==> src/rtl/irq_trap_unit.sv <==
module irq_trap_unit #(
  parameter int          ADDR_W  = 32,
  parameter int          LVL_W   = 4,
  parameter logic [7:0]  TT_BASE = 8'h10
) (
  input  logic              clk,
  input  logic              rst_n,
  input  logic [LVL_W-1:0]  irq_lvl_i,
  input  logic [LVL_W-1:0]  pil_i,
  input  logic [ADDR_W-1:0] cur_pc_i,
  input  logic [ADDR_W-1:0] next_pc_i,
  input  logic [ADDR_W-13:0] tbr_base_i,
  input  logic              rett_i,
  input  logic              st_wr_i,
  input  logic              st_et_i,
  input  logic              st_super_i,
  output logic              flush_o,
  output logic [ADDR_W-1:0] handler_o,
  output logic [ADDR_W-1:0] epc_o,
  output logic [ADDR_W-1:0] enpc_o,
  output logic              ret_o,
  output logic              super_o,
  output logic              et_o
);

  localparam logic [LVL_W-1:0] NMI_LVL = {LVL_W{1'b1}};

  logic [LVL_W-1:0] sync1_q, sync2_q, hist_q;
  logic [LVL_W-1:0] lvl_eff;
  logic             et_q, super_q, prev_super_q, flush_q, ret_q;
  logic [ADDR_W-1:0] epc_q, enpc_q, hdl_q;
  logic             take, do_ret;
  logic [7:0]       tt;

  always_ff @(posedge clk or negedge rst_n)
    if (!rst_n) begin
      sync1_q <= '0;
      sync2_q <= '0;
      hist_q  <= '0;
    end else begin
      sync1_q <= irq_lvl_i;
      sync2_q <= sync1_q;
      hist_q  <= sync2_q;
    end

  assign lvl_eff = (sync2_q == hist_q) ? sync2_q : '0;

  assign take = (lvl_eff != '0) && !flush_q &&
                ((lvl_eff == NMI_LVL) || (et_q && (lvl_eff > pil_i)));
  assign do_ret = rett_i && !take;
  assign tt = TT_BASE + 8'(lvl_eff);

  always_ff @(posedge clk or negedge rst_n)
    if (!rst_n) begin
      et_q         <= 1'b0;
      super_q      <= 1'b1;
      prev_super_q <= 1'b1;
      flush_q      <= 1'b0;
      ret_q        <= 1'b0;
      epc_q        <= '0;
      enpc_q       <= '0;
      hdl_q        <= '0;
    end else begin
      flush_q <= take;
      ret_q   <= do_ret;
      if (take) begin
        epc_q        <= cur_pc_i;
        enpc_q       <= next_pc_i;
        hdl_q        <= {tbr_base_i, tt, 4'h0};
        prev_super_q <= super_q;
        super_q      <= 1'b1;
        et_q         <= 1'b0;
      end else if (do_ret) begin
        super_q <= prev_super_q;
        et_q    <= 1'b1;
      end else if (st_wr_i) begin
        super_q <= st_super_i;
        et_q    <= st_et_i;
      end
    end

  assign flush_o   = flush_q;
  assign ret_o     = ret_q;
  assign handler_o = hdl_q;
  assign epc_o     = epc_q;
  assign enpc_o    = enpc_q;
  assign super_o   = super_q;
  assign et_o      = et_q;

  AST_FLUSH_SINGLE: assert property (@(posedge clk) disable iff (!rst_n)
    flush_q |=> !flush_q);
  AST_NMI_ACCEPT: assert property (@(posedge clk) disable iff (!rst_n)
    (sync2_q == NMI_LVL && hist_q == NMI_LVL && !flush_q) |=> flush_q);
  AST_MASK_HOLD: assert property (@(posedge clk) disable iff (!rst_n)
    (!et_q && !(sync2_q == NMI_LVL && hist_q == NMI_LVL)) |=> !flush_q);
  AST_ENTRY_MODE: assert property (@(posedge clk) disable iff (!rst_n)
    flush_q |-> (super_q && !et_q));
  AST_SAVE_PC: assert property (@(posedge clk) disable iff (!rst_n)
    $rose(flush_q) |-> (epc_q == $past(cur_pc_i) && enpc_q == $past(next_pc_i)));
  AST_RET_ENABLE: assert property (@(posedge clk) disable iff (!rst_n)
    ret_q |-> et_q);
  AST_GLITCH_FREE: assert property (@(posedge clk) disable iff (!rst_n)
    (sync2_q != hist_q) |=> !flush_q);

endmodule

==> config.mk <==
export PLATFORM = sky130hd
export DESIGN_NAME = irq_trap_unit
export DESIGN_NICKNAME = d
export VERILOG_FILES = /design/src/rtl/irq_trap_unit.sv
export SDC_FILE = /design/constraint.sdc
export NUM_CORES = 1
export LEC_CHECK = 0
export ABC_AREA = 0
export BUFFER_PORTS_ARGS = -buffer_cell sky130_fd_sc_hd__buf_2
export CORE_MARGIN = 5
export CORE_UTILIZATION = 45
export CTS_BUF_LIST = sky130_fd_sc_hd__clkbuf_8 sky130_fd_sc_hd__clkbuf_16
export CTS_CLUSTER_DIAMETER = 50
export DETAILED_ROUTE_END_ITERATION = 6
export PLACE_DENSITY_LB_ADDON = 0.2
export SKIP_LAST_GASP = 1
export SLEW_MARGIN = 20
export SYNTH_ARGS = -nofsm -noshare
export SYNTH_HDL_FRONTEND = slang
export SYNTH_SLANG_ARGS = --single-unit
==> constraint.sdc <==
create_clock -name clk -period 3.65 [get_ports clk]
set_clock_uncertainty 0.05 [all_clocks]
set_input_delay 0.365 -clock clk [delete_from_list [all_inputs] [get_ports clk]]
set_output_delay 0.365 -clock clk [all_outputs]
set_load 0.005 [all_outputs]
==> metrics.txt, run 1 <==
pin count of the biggest net entering global routing=74; die width=107 um; dpl hpwl=just over 7 mm; post-synthesis mux area share=0.260; Synth async-reset ratio=1.00; RSZ-0062 raised after global routing=no; Worst slew margin=0.388; antenna violations before repair=0; post-synthesis sequential area ratio=0.627; post-synth top area share=0.614; Fillers=between 700 and 800; WS Path Type=reg -> reg; # DRC=0; CP startpoint kind=flop; worst reg2reg path startpoint=sync2_q[3]$_DFF_PN0_; fin. max-slew vios=0; share of layout cells above drive strength 1=0.658; placer congestion estimate=0.792; Total GRT Usage=0.170; antenna cell count=0; area leader, netlist=dfrtp_1; grt ovf=0; slew of the pin with the lowest slew margin=~0.92 ns; first-pass GRT wire length=~15 mm; fin area=~5500 um^2; Critical Path RT=around 3.8 ns; Setup TNS=0 ns; Netlist cell types=35; wire length on met2=roughly 4.6 mm; Pre-antenna DRT Iters=4; post-synth design cell area=between 4000 and 5000 um^2; PwrDens=between 400 and 500 nW/um^2; Syn-to-layout area delta=30.3%; detailed-route via count=approximately 2800; Avg Cell Area, Syn=~16 um^2; final core occ=0.600; Worst IR Drop VDD=~0.23 mV; Hold Buf Count CTS=0; Clock transition at path regs=0.10 ns; CP endpoint kind=flop; # IOs=between 150 and 200; Setup violations, final=0; Top Metal Used=met4; Post-synth top cells=104 x dfrtp_1, 56 x mux2_2, 30 x mux2_4; final hold violations=0; min-delay src=irq_lvl_i[1]; Tot Pwr=roughly 2.2 mW; top_reg_cell synth=dfrtp_1; Worst EP arrival=about 3.5 ns; routed len/inst=16.7 um; R2R Setup Slk=0.34 ns; CTS H-tree lvls=3; TritonCTS clock tree=done; simple-gate portion of the synthesized area=0.0405; Worst Hold End=sync1_q[1]$_DFF_PN0_; Die Y-Extent=approximately 110 um; Via density=slightly below 5; reg2reg path depth=12; Post-Synthesis Cells=between 200 and 300; vias in the first global route=3035; number of flops mapped to enable cells by yosys=0; hold depth=1; FP Rows=35; most frequent cell after synthesis=dfrtp_1; class of the worst hold path=in -> reg; M1 wire length=approximately 3.8 mm; Post-Synth Adder-Cell Area=0.00886; post-synthesis xor/xnor area fraction=0.00620; DR WL met3=~960 um; largest family of logic cells by synthesized area=multiplexers; Final period util=0.907; full die area=between 10000 and 15000 um^2; post-place instance area=approximately 5300 um^2; core area=roughly 9200 um^2; max cap viols=0; Clock Tree Buf Depth=2; Final ANT Viol Nets=0; fmax=approximately 300 MHz; Crit Path Max Fanout=14; top post-synthesis cells by area=dfrtp_1 61%, mux2_2 15%, mux2_4 11%; fin crit period=roughly 3.3 ns; number of I/O port buffers=190; initial core utilization=0.461; clock latency on the worst-skew pair=between 0.3 and 0.4 ns; clk sink count=106; Lkg Pwr=between 3 and 4 nW; root buffer cell=clkbuf_8; Warnings, synthesis=0; compound-gate portion of the synthesized area=0.0242; Starting DRT DRC Count=55; FF-to-FF End=enpc_o[4]$_DFFE_PN0P_; cts bufs inserted=9; total wire length=9.56 mm; status=complete, no violations; Yosys reg bits=between 100 and 150; final net count=560
## report_power, final
part	switching (mW)	leakage (nW)	internal (mW)
Clock	0.380	0.0904	0.330
Combinational	0.103	1.60	0.142
Sequential	0.0367	1.42	1.24
## logic make-up (layout without fill, tap and decap cells)
logic type,count (synthesis),count (layout)
multiplexers,88,88
buffers and inverters,20,215
other,1,7
flip-flops,106,106
adder cells (fa/ha/maj),3,3
XOR/XNOR,3,3
AND/OR/NAND/NOR,29,29
AO/OA/AOI/OAI,11,11
## through the flow
stage               setup slack, ns  hold slack [ns]  std cells
floorplan                     0.598           0.0194        267
global placement              0.412            0.283        558
detailed placement            0.205            0.285        558
CTS                           0.164           0.0427        572
global route                  0.111           0.0248        573
finish                        0.338           0.0623        573
## state kept, by name (all words and copies together), names as in the netlist
name and flops:
super_o 1, sync1_q 4, sync2_q 4, enpc_o 32, epc_o 32, hist_q 4
handler_o 25, flush_o 1, ret_o 1, prev_super_q 1, et_o 1
## what timing repair did
item | CTS | global route
buffers inserted | 0 | 1
gates resized for setup | 0 | 5
setup endpoints to repair | 0 | 54
endpoints found under the hold margin | 0 | 0
## worst max-delay path, stage by stage (launching register included)
cell and delay [ns]:
dfrtp_1 0.47, xnor2_1 0.27, nand3_1 0.16, nor2_1 0.18, and2_1 0.16, ha_1 0.28, a21o_1 0.23, o22a_1 0.22
nor4b_2 0.18, o31ai_4 0.32, clkinv_4 0.14, buf_4 0.23, mux2_4 0.31
## layer usage
layer,vias up,global-route usage
li1,1298,-
met1,1370,0.208
met2,135,0.268
met3,15,0.0771
met4,0,0.0575
met5,-,0
## placed cells by master, fill, tap and decap left out, drive strengths merged, types with 2 or more instances in the layout
| cell type | count |
|---|---|
| dfrtp | 104 |
| clkinvlp | 2 |
| mux2i | 2 |
| ha | 3 |
| clkbuf | 10 |
| conb | 7 |
| nand3 | 3 |
| xnor2 | 3 |
| buf | 197 |
| nand2 | 4 |
| nor2 | 7 |
| inv | 3 |
| clkinv | 2 |
| nand4 | 2 |
| and2 | 4 |
| mux2 | 86 |
| nor4b | 3 |
| dfstp | 2 |
| a221o | 3 |
## area by class of cell
type	count	area, um^2	share of cell area
sequential	106	2660	0.481
multi-input combinational	141	1470	0.267
timing repair buffer	197	1040	0.189
tap	111	139	0.0252
clock buffer	10	138	0.0249
clock inverter	4	53.8	0.00975
inverter	4	20.0	0.00363
## how the worst max path moves through the flow
stage | to | cells past startpoint | from
2_1_floorplan | enpc_o[10]$_DFFE_PN0P_ | 13 | sync2_q[2]$_DFF_PN0_
3_3_place_gp | handler_o[25]$_DFFE_PN0P_ | 12 | sync2_q[2]$_DFF_PN0_
3_5_place_dp | enpc_o[3]$_DFFE_PN0P_ | 12 | sync2_q[2]$_DFF_PN0_
4_1_cts | epc_o[9]$_DFFE_PN0P_ | 12 | sync2_q[3]$_DFF_PN0_
5_1_grt | enpc_o[28]$_DFFE_PN0P_ | 12 | sync2_q[3]$_DFF_PN0_
6_report | enpc_o[4]$_DFFE_PN0P_ | 12 | sync2_q[3]$_DFF_PN0_
Note: power is estimated with default switching activity, not from simulation.
==> inputs of run 2 (changes only) <==
CTS_BUF_LIST = sky130_fd_sc_hd__clkbuf_4   (was sky130_fd_sc_hd__clkbuf_8 sky130_fd_sc_hd__clkbuf_16)
==> metrics.txt, run 2 (synthesis results as in run 1) <==
CTS H-tree lvls=3 (unchanged); Fillers=755 (+1.5%); Clock Tree Buf Depth=2 (unchanged); class of the worst hold path=in -> async; CP Cell Sequence=xnor2_1 > nand3_1 > nor2_1 > and2_1 > ha_1 > nor4bb_1 > o22a_1 > nor4b_2 > o31ai_4 > clkinv_4 > buf_4 > mux2_2; Pre-antenna DRT Iters=4 (unchanged); total wire length=9.65 mm (+1.0%); most frequent cells in the layout=189 x buf_2, 104 x dfrtp_1, 56 x mux2_2; Levels on crit path=12 (unchanged); fin crit period=3.35 ns (+0.0373 ns); FF-to-FF End=epc_o[16]$_DFFE_PN0P_; commonest non-fill, non-tap cell in the layout=buf_2; # DRC=0 (unchanged); Total GRT Usage=0.170 (+0.000518); crit-path max cell delay=0.48 ns (about the same); Worst EP arrival=3.60 ns (+0.11 ns); grt ovf=0 (unchanged); placer congestion estimate=0.792 (unchanged); max cap viols=0 (unchanged); die width=107 um (unchanged); fmax=299 MHz (-1.1%); Worst IR Drop VDD=0.221 mV (-4.9%); detailed-route via count=2833 (+0.53%); full die area=11500 um^2 (unchanged); final net count=564 (+0.71%); # IOs=198 (unchanged); final hold violations=1 (+1); pin count of the biggest net entering global routing=74 (unchanged); antenna cell count=0 (unchanged); CP startpoint kind=flop; status=complete, but fails checks; Setup violations, final=0 (unchanged); dpl hpwl=7.19 mm (unchanged); number of I/O port buffers=190 (unchanged); initial core utilization=0.461 (unchanged); RSZ-0062 raised after global routing=no; Via density=4.91 (-0.16%); WS Path Type=reg -> reg; reg2reg path depth=12 (unchanged); Crit Path Max Fanout=14 (unchanged); Final ANT Viol Nets=0 (unchanged); R2R Setup Slk=0.30 ns (-0.04 ns); violated checks=hold timing; Syn-to-layout area delta=29.7%; Starting DRT DRC Count=47 (-15%); Lkg Pwr=3.10 nW (-0.39%); Setup TNS=0 ns (unchanged); FP Rows=35 (unchanged); Critical Path RT=3.90 ns (+0.07 ns); WP buf/inv=2 (unchanged); TritonCTS clock tree=done; final core occ=0.597 (-0.00286); core area=9200 um^2 (unchanged); fin. max-slew vios=0 (unchanged); WHS=-0.000518 ns (-0.0628 ns); antenna violations before repair=0 (unchanged); Final period util=0.918 (+0.0102); PwrDens=381 nW/um^2 (-5.9%); vias in the first global route=3083 (+1.6%); Worst slew margin=0.387 (-0.00129); first-pass GRT wire length=15.4 mm (+0.81%); root buffer cell=clkbuf_4; Clock transition at path regs=0.16 ns (+0.06 ns); delay-heaviest family, CP=simple AND/OR/NAND/NOR gates; worst reg2reg path startpoint=sync2_q[3]$_DFF_PN0_; share of layout cells above drive strength 1=0.650 (-0.00779); clk sink count=106 (unchanged); slowest CP cell=dfrtp_1; cts bufs inserted=9 (unchanged); Die Y-Extent=107 um (unchanged); CP endpoint kind=flop; slew of the pin with the lowest slew margin=0.919 ns (+0.00193 ns); clock latency on the worst-skew pair=0.42 ns (+0.07 ns); routed len/inst=16.7 um (+0.31%)
-- run 2: cell count changes in the layout (fill, tap and decap cells not counted) --
cell           before  now
dlygate4sd3_1       0    4
clkbuf_4            0    9
clkinv_1            0    1
clkbuf_8           10    0
-- run 2: worst max-delay path by stage --
| stage | end | slack (ns) | start |
|---|---|---|---|
| final | epc_o[16]$_DFFE_PN0P_ | 0.30 | sync2_q[3]$_DFF_PN0_ |
| after global routing | enpc_o[28]$_DFFE_PN0P_ | 0.1 | sync2_q[3]$_DFF_PN0_ |
| after CTS | epc_o[9]$_DFFE_PN0P_ | 0.14 | sync2_q[3]$_DFF_PN0_ |
| after detailed placement | enpc_o[3]$_DFFE_PN0P_ | 0.21 | sync2_q[2]$_DFF_PN0_ |
| after global placement | handler_o[25]$_DFFE_PN0P_ | 0.41 | sync2_q[2]$_DFF_PN0_ |
| after floorplan | enpc_o[10]$_DFFE_PN0P_ | 0.60 | sync2_q[2]$_DFF_PN0_ |
-- run 2: worst register-to-register path, delay by kind of cell, from the launching register on --
kind / cells / cell delay, ns
buffers and inverters: 2 / 0.38
flip-flops: 1 / 0.48
AND/OR/NAND/NOR: 5 / 1.15
XOR/XNOR: 1 / 0.27
multiplexers: 1 / 0.37
adder cells (fa/ha/maj): 1 / 0.21
AO/OA/AOI/OAI: 2 / 0.34
-- run 2: what timing repair did --
action	CTS	global route
gates resized for setup	0	5
hold endpoints to repair	4	0
endpoints found under the setup margin	0	54
hold buffers	4	0
buffers inserted	0	1
-- run 2: layout make-up --
cell class              instances  area, um^2  area share
well taps                     111         139      0.0253
clock buffers                   9        67.6      0.0123
repair buffers                201        1080       0.197
flip-flops and latches        106        2660       0.483
multi-input cells             141        1470       0.268
inverters                       4        20.0     0.00364
clock inverters                 5        57.6      0.0105
-- run 2: per-stage QoR --
step	cells	instance area (um^2)	setup slack (ns)	hold slack, ns	total power, mW
global route	577	5490	0.0979	0.0416	2.20
detailed placement	558	5300	0.205	0.285	1.55
finish	577	5490	0.301	-0.000518	2.09
floorplan	267	4260	0.598	0.0194	1.40
global placement	558	5300	0.412	0.283	1.54
CTS	576	5470	0.142	0.00373	2.12
-- run 2: report_power, final --
part	internal [mW]	switching, mW	total (mW)
Clock	0.201	0.362	0.563
Sequential	1.24	0.0369	1.28
Combinational	0.145	0.104	0.249
-- run 2: per-layer routing --
| metal | part of all wire | GRT usage | up-vias |
|---|---|---|---|
| li1 | - | - | 1308 |
| met1 | 0.39 | 0.208 | 1380 |
| met2 | 0.48 | 0.269 | 128 |
| met3 | 0.099 | 0.0747 | 17 |
| met4 | 0.024 | 0.0621 | 0 |
| met5 | 0 | 0 | - |
==> inputs of run 3 (changes only) <==
ABC_AREA = 1   (was 0)
BUFFER_PORTS_ARGS = unset   (was -buffer_cell sky130_fd_sc_hd__buf_2)
CAP_MARGIN = 20   (was unset)
DONT_BUFFER_PORTS = 1   (was unset)
==> metrics.txt, run 3 <==
die width=108 um (+1.3%); Starting DRT DRC Count=220 (+370%); Worst EP arrival=3.00 ns (-0.60 ns); routed len/inst=15.9 um (-4.8%); Fillers=819 (+8.5%); RSZ-0062 raised after global routing=no; total wire length=11.1 mm (+15%); slew of the pin with the lowest slew margin=0.551 ns (-0.369 ns); post-synthesis sequential area ratio=0.609 (-0.0182); post-synth top area share=0.597 (-0.0178); Critical Path RT=3.99 ns (+0.09 ns); final worst slack=0.986 ns (+0.686 ns); share of layout cells above drive strength 1=0.0676 (-0.583); PwrDens=534 nW/um^2 (+40%); Pre-antenna DRT Iters=5 (+1); number of I/O port buffers=0 (-100%); # IOs=198 (unchanged); Final period util=0.730 (-0.188); commonest non-fill, non-tap cell in the layout=nand2_1; Lkg Pwr=2.87 nW (-7.6%); slowest CP cell=buf_4; Total GRT Usage=0.187 (+0.0167); class of the worst hold path=in -> reg; cts bufs inserted=9 (unchanged); placed cell count=588 (+5.4%); first-pass GRT wire length=17.3 mm (+12%); Clock Tree Buf Depth=2 (unchanged); Avg Cell Area, Syn=9.11 um^2 (-44%); antenna cell count=0 (unchanged); fin. max-slew vios=0 (unchanged); pin count of the biggest net entering global routing=107 (+45%); status=complete, no violations; fin area=5450 um^2 (-0.73%); FP Rows=36 (+2.9%); Post-CTS Resized=0 (unchanged); initial core utilization=0.455 (-0.00593); # DRC=0 (unchanged); CP Cell Sequence=inv_2 > nand2_1 > nand2_1 > nor2_2 > nand2_2 > nor2_2 > ha_1 > nand2_1 > nor2_1 > nand3_1 > nand2_1 > inv_1 > nand2_1 > nand2_2 > buf_4 > nand3_1 > nand2_1; Syn-to-layout area delta=25.0%; final hold violations=0 (-1); Crit path top cell by count=nand2_1; crit-path max cell delay=0.46 ns (-0.02 ns); Post-synth top cells=203 x nand2_1, 104 x dfrtp_1, 91 x nand3_1; Setup TNS=0 ns (unchanged); Via density=4.98 (+1.5%); Post-Synthesis Cells=479 (+84%); CP startpoint kind=flop; Die Y-Extent=108 um (+1.3%); detailed-route via count=3462 (+22%); Crit Path Max Fanout=58 (+44); max cap viols=0 (unchanged); fmax=375 MHz (+26%); Warnings, synthesis=0 (unchanged); final core occ=0.568 (-0.0289); WP buf/inv=3 (+1); CTS H-tree lvls=3 (unchanged); Yosys reg bits=106 (unchanged); clk sink count=106 (unchanged); Post-Layout Cell Count=695 (+20%); Setup violations, final=0 (unchanged); dpl hpwl=6.93 mm (-3.7%); post-synth design cell area=4360 um^2 (+3.0%); most frequent cell after synthesis=nand2_1; post-place instance area=4370 um^2 (-18%); Netlist cell types=23 (-34%); WS Path Type=reg -> reg; placer congestion estimate=0.781 (-1.5%); Clock transition at path regs=0.15 ns (about the same); Worst IR Drop VDD=0.250 mV (+13%); root buffer cell=clkbuf_4; Worst slew margin=0.633 (+0.246); CP endpoint kind=flop; core area=9590 um^2 (+4.3%); TritonCTS clock tree=done; area leader, netlist=dfrtp_1; number of flops mapped to enable cells by yosys=0 (unchanged); final net count=658 (+17%); clock latency on the worst-skew pair=0.44 ns (+0.02 ns); Synth async-reset ratio=1.00 (unchanged); grt ovf=0 (unchanged); top post-synthesis cells by area=dfrtp_1 60%, nand2_1 17%, nand3_1 10%; top_reg_cell synth=dfrtp_1; antenna violations before repair=0 (unchanged); DP Worst Slack=1.02 ns (+0.813 ns); delay-heaviest family, CP=simple AND/OR/NAND/NOR gates; full die area=11800 um^2 (+2.7%); most frequent cells in the layout=202 x nand2_1, 104 x dfrtp_1, 91 x nand3_1; Final ANT Viol Nets=0 (unchanged); fin crit period=2.66 ns (-0.686 ns); vias in the first global route=3481 (+13%)
-- run 3: changes by cell type after synthesis, sizes merged, moves of 9 or more --
cell,before,now
nand3,3,92
buf,16,25
inv,4,20
clkbuf,0,10
mux2,86,0
nand2,4,205
-- run 3: stage by stage --
stage	hold slack, ns	power (mW)
3_5_place_dp	0.0219	2.18
6_report	0.0446	2.91
2_1_floorplan	0.0194	2.04
5_1_grt	0.0233	3.11
3_3_place_gp	0.0219	2.16
4_1_cts	0.00644	2.94
-- run 3: path summary, 6_finish.rpt --
| check | start | endpoint | slack [ns] | cells past startpoint |
|---|---|---|---|---|
| min | tbr_base_i[1] | handler_o[13]$_DFFE_PN0P_ | 0.04 | 2 |
| max | sync2_q[2]$_DFF_PN0_ | enpc_o[21]$_DFFE_PN0P_ | 0.99 | 17 |
| min reg2reg | sync1_q[2]$_DFF_PN0_ | sync2_q[2]$_DFF_PN0_ | 0.32 | 0 |
| min in group asynchronous | rst_n | handler_o[15]$_DFFE_PN0P_ | 0.49 | 2 |
| max reg2reg | sync2_q[2]$_DFF_PN0_ | enpc_o[21]$_DFFE_PN0P_ | 0.99 | 17 |
| max in group asynchronous | rst_n | super_o$_DFFE_PN1P_ | 2.65 | 2 |
-- run 3: cell families (layout without fill, tap and decap cells) --
family | Yosys count | count (layout) | synth area share
AO/OA/AOI/OAI | 6 | 6 | 0.0112
adder cells (fa/ha/maj) | 3 | 3 | 0.00861
buffers and inverters | 55 | 132 | 0.0717
flip-flops | 106 | 106 | 0.609
other | 1 | 7 | 0.000860
AND/OR/NAND/NOR | 308 | 308 | 0.299
-- run 3: power breakdown --
| group | total (mW) | switching (mW) | internal (mW) | leakage [nW] |
|---|---|---|---|---|
| registers | 1.79 | 0.290 | 1.50 | 1.36 |
| clock network | 0.648 | 0.372 | 0.276 | 0.0776 |
| logic | 0.472 | 0.267 | 0.205 | 1.42 |
-- run 3: worst register-to-register path, delay by kind of cell (launching register included) --
family | cells | cell delay [ns]
adder cells (fa/ha/maj) | 1 | 0.28
buffers and inverters | 3 | 0.57
flip-flops | 1 | 0.44
AND/OR/NAND/NOR | 13 | 1.30
-- run 3: layout make-up --
class | count | area [um^2] | area share
Sequential cell | 106 | 2660 | 0.487
Timing Repair Buffer | 96 | 978 | 0.179
Multi-Input combinational cell | 324 | 1420 | 0.260
Inverter | 20 | 75.1 | 0.0138
Clock inverter | 7 | 91.3 | 0.0168
Clock buffer | 9 | 67.6 | 0.0124
Tap cell | 133 | 166 | 0.0305
-- run 3: routing by layer --
layer,vias up,wire [um],global-route usage
met5,-,0,0
met4,0,207,0.0794
met3,15,1180,0.0543
met2,160,5490,0.315
met1,1624,4190,0.224
li1,1663,-,-
-- run 3: repair_timing --
| item | 4_1_cts | 5_1_grt |
|---|---|---|
| hold endpoints to repair | 195 | 0 |
| hold buffers | 91 | 0 |
| setup buffers | 0 | 0 |
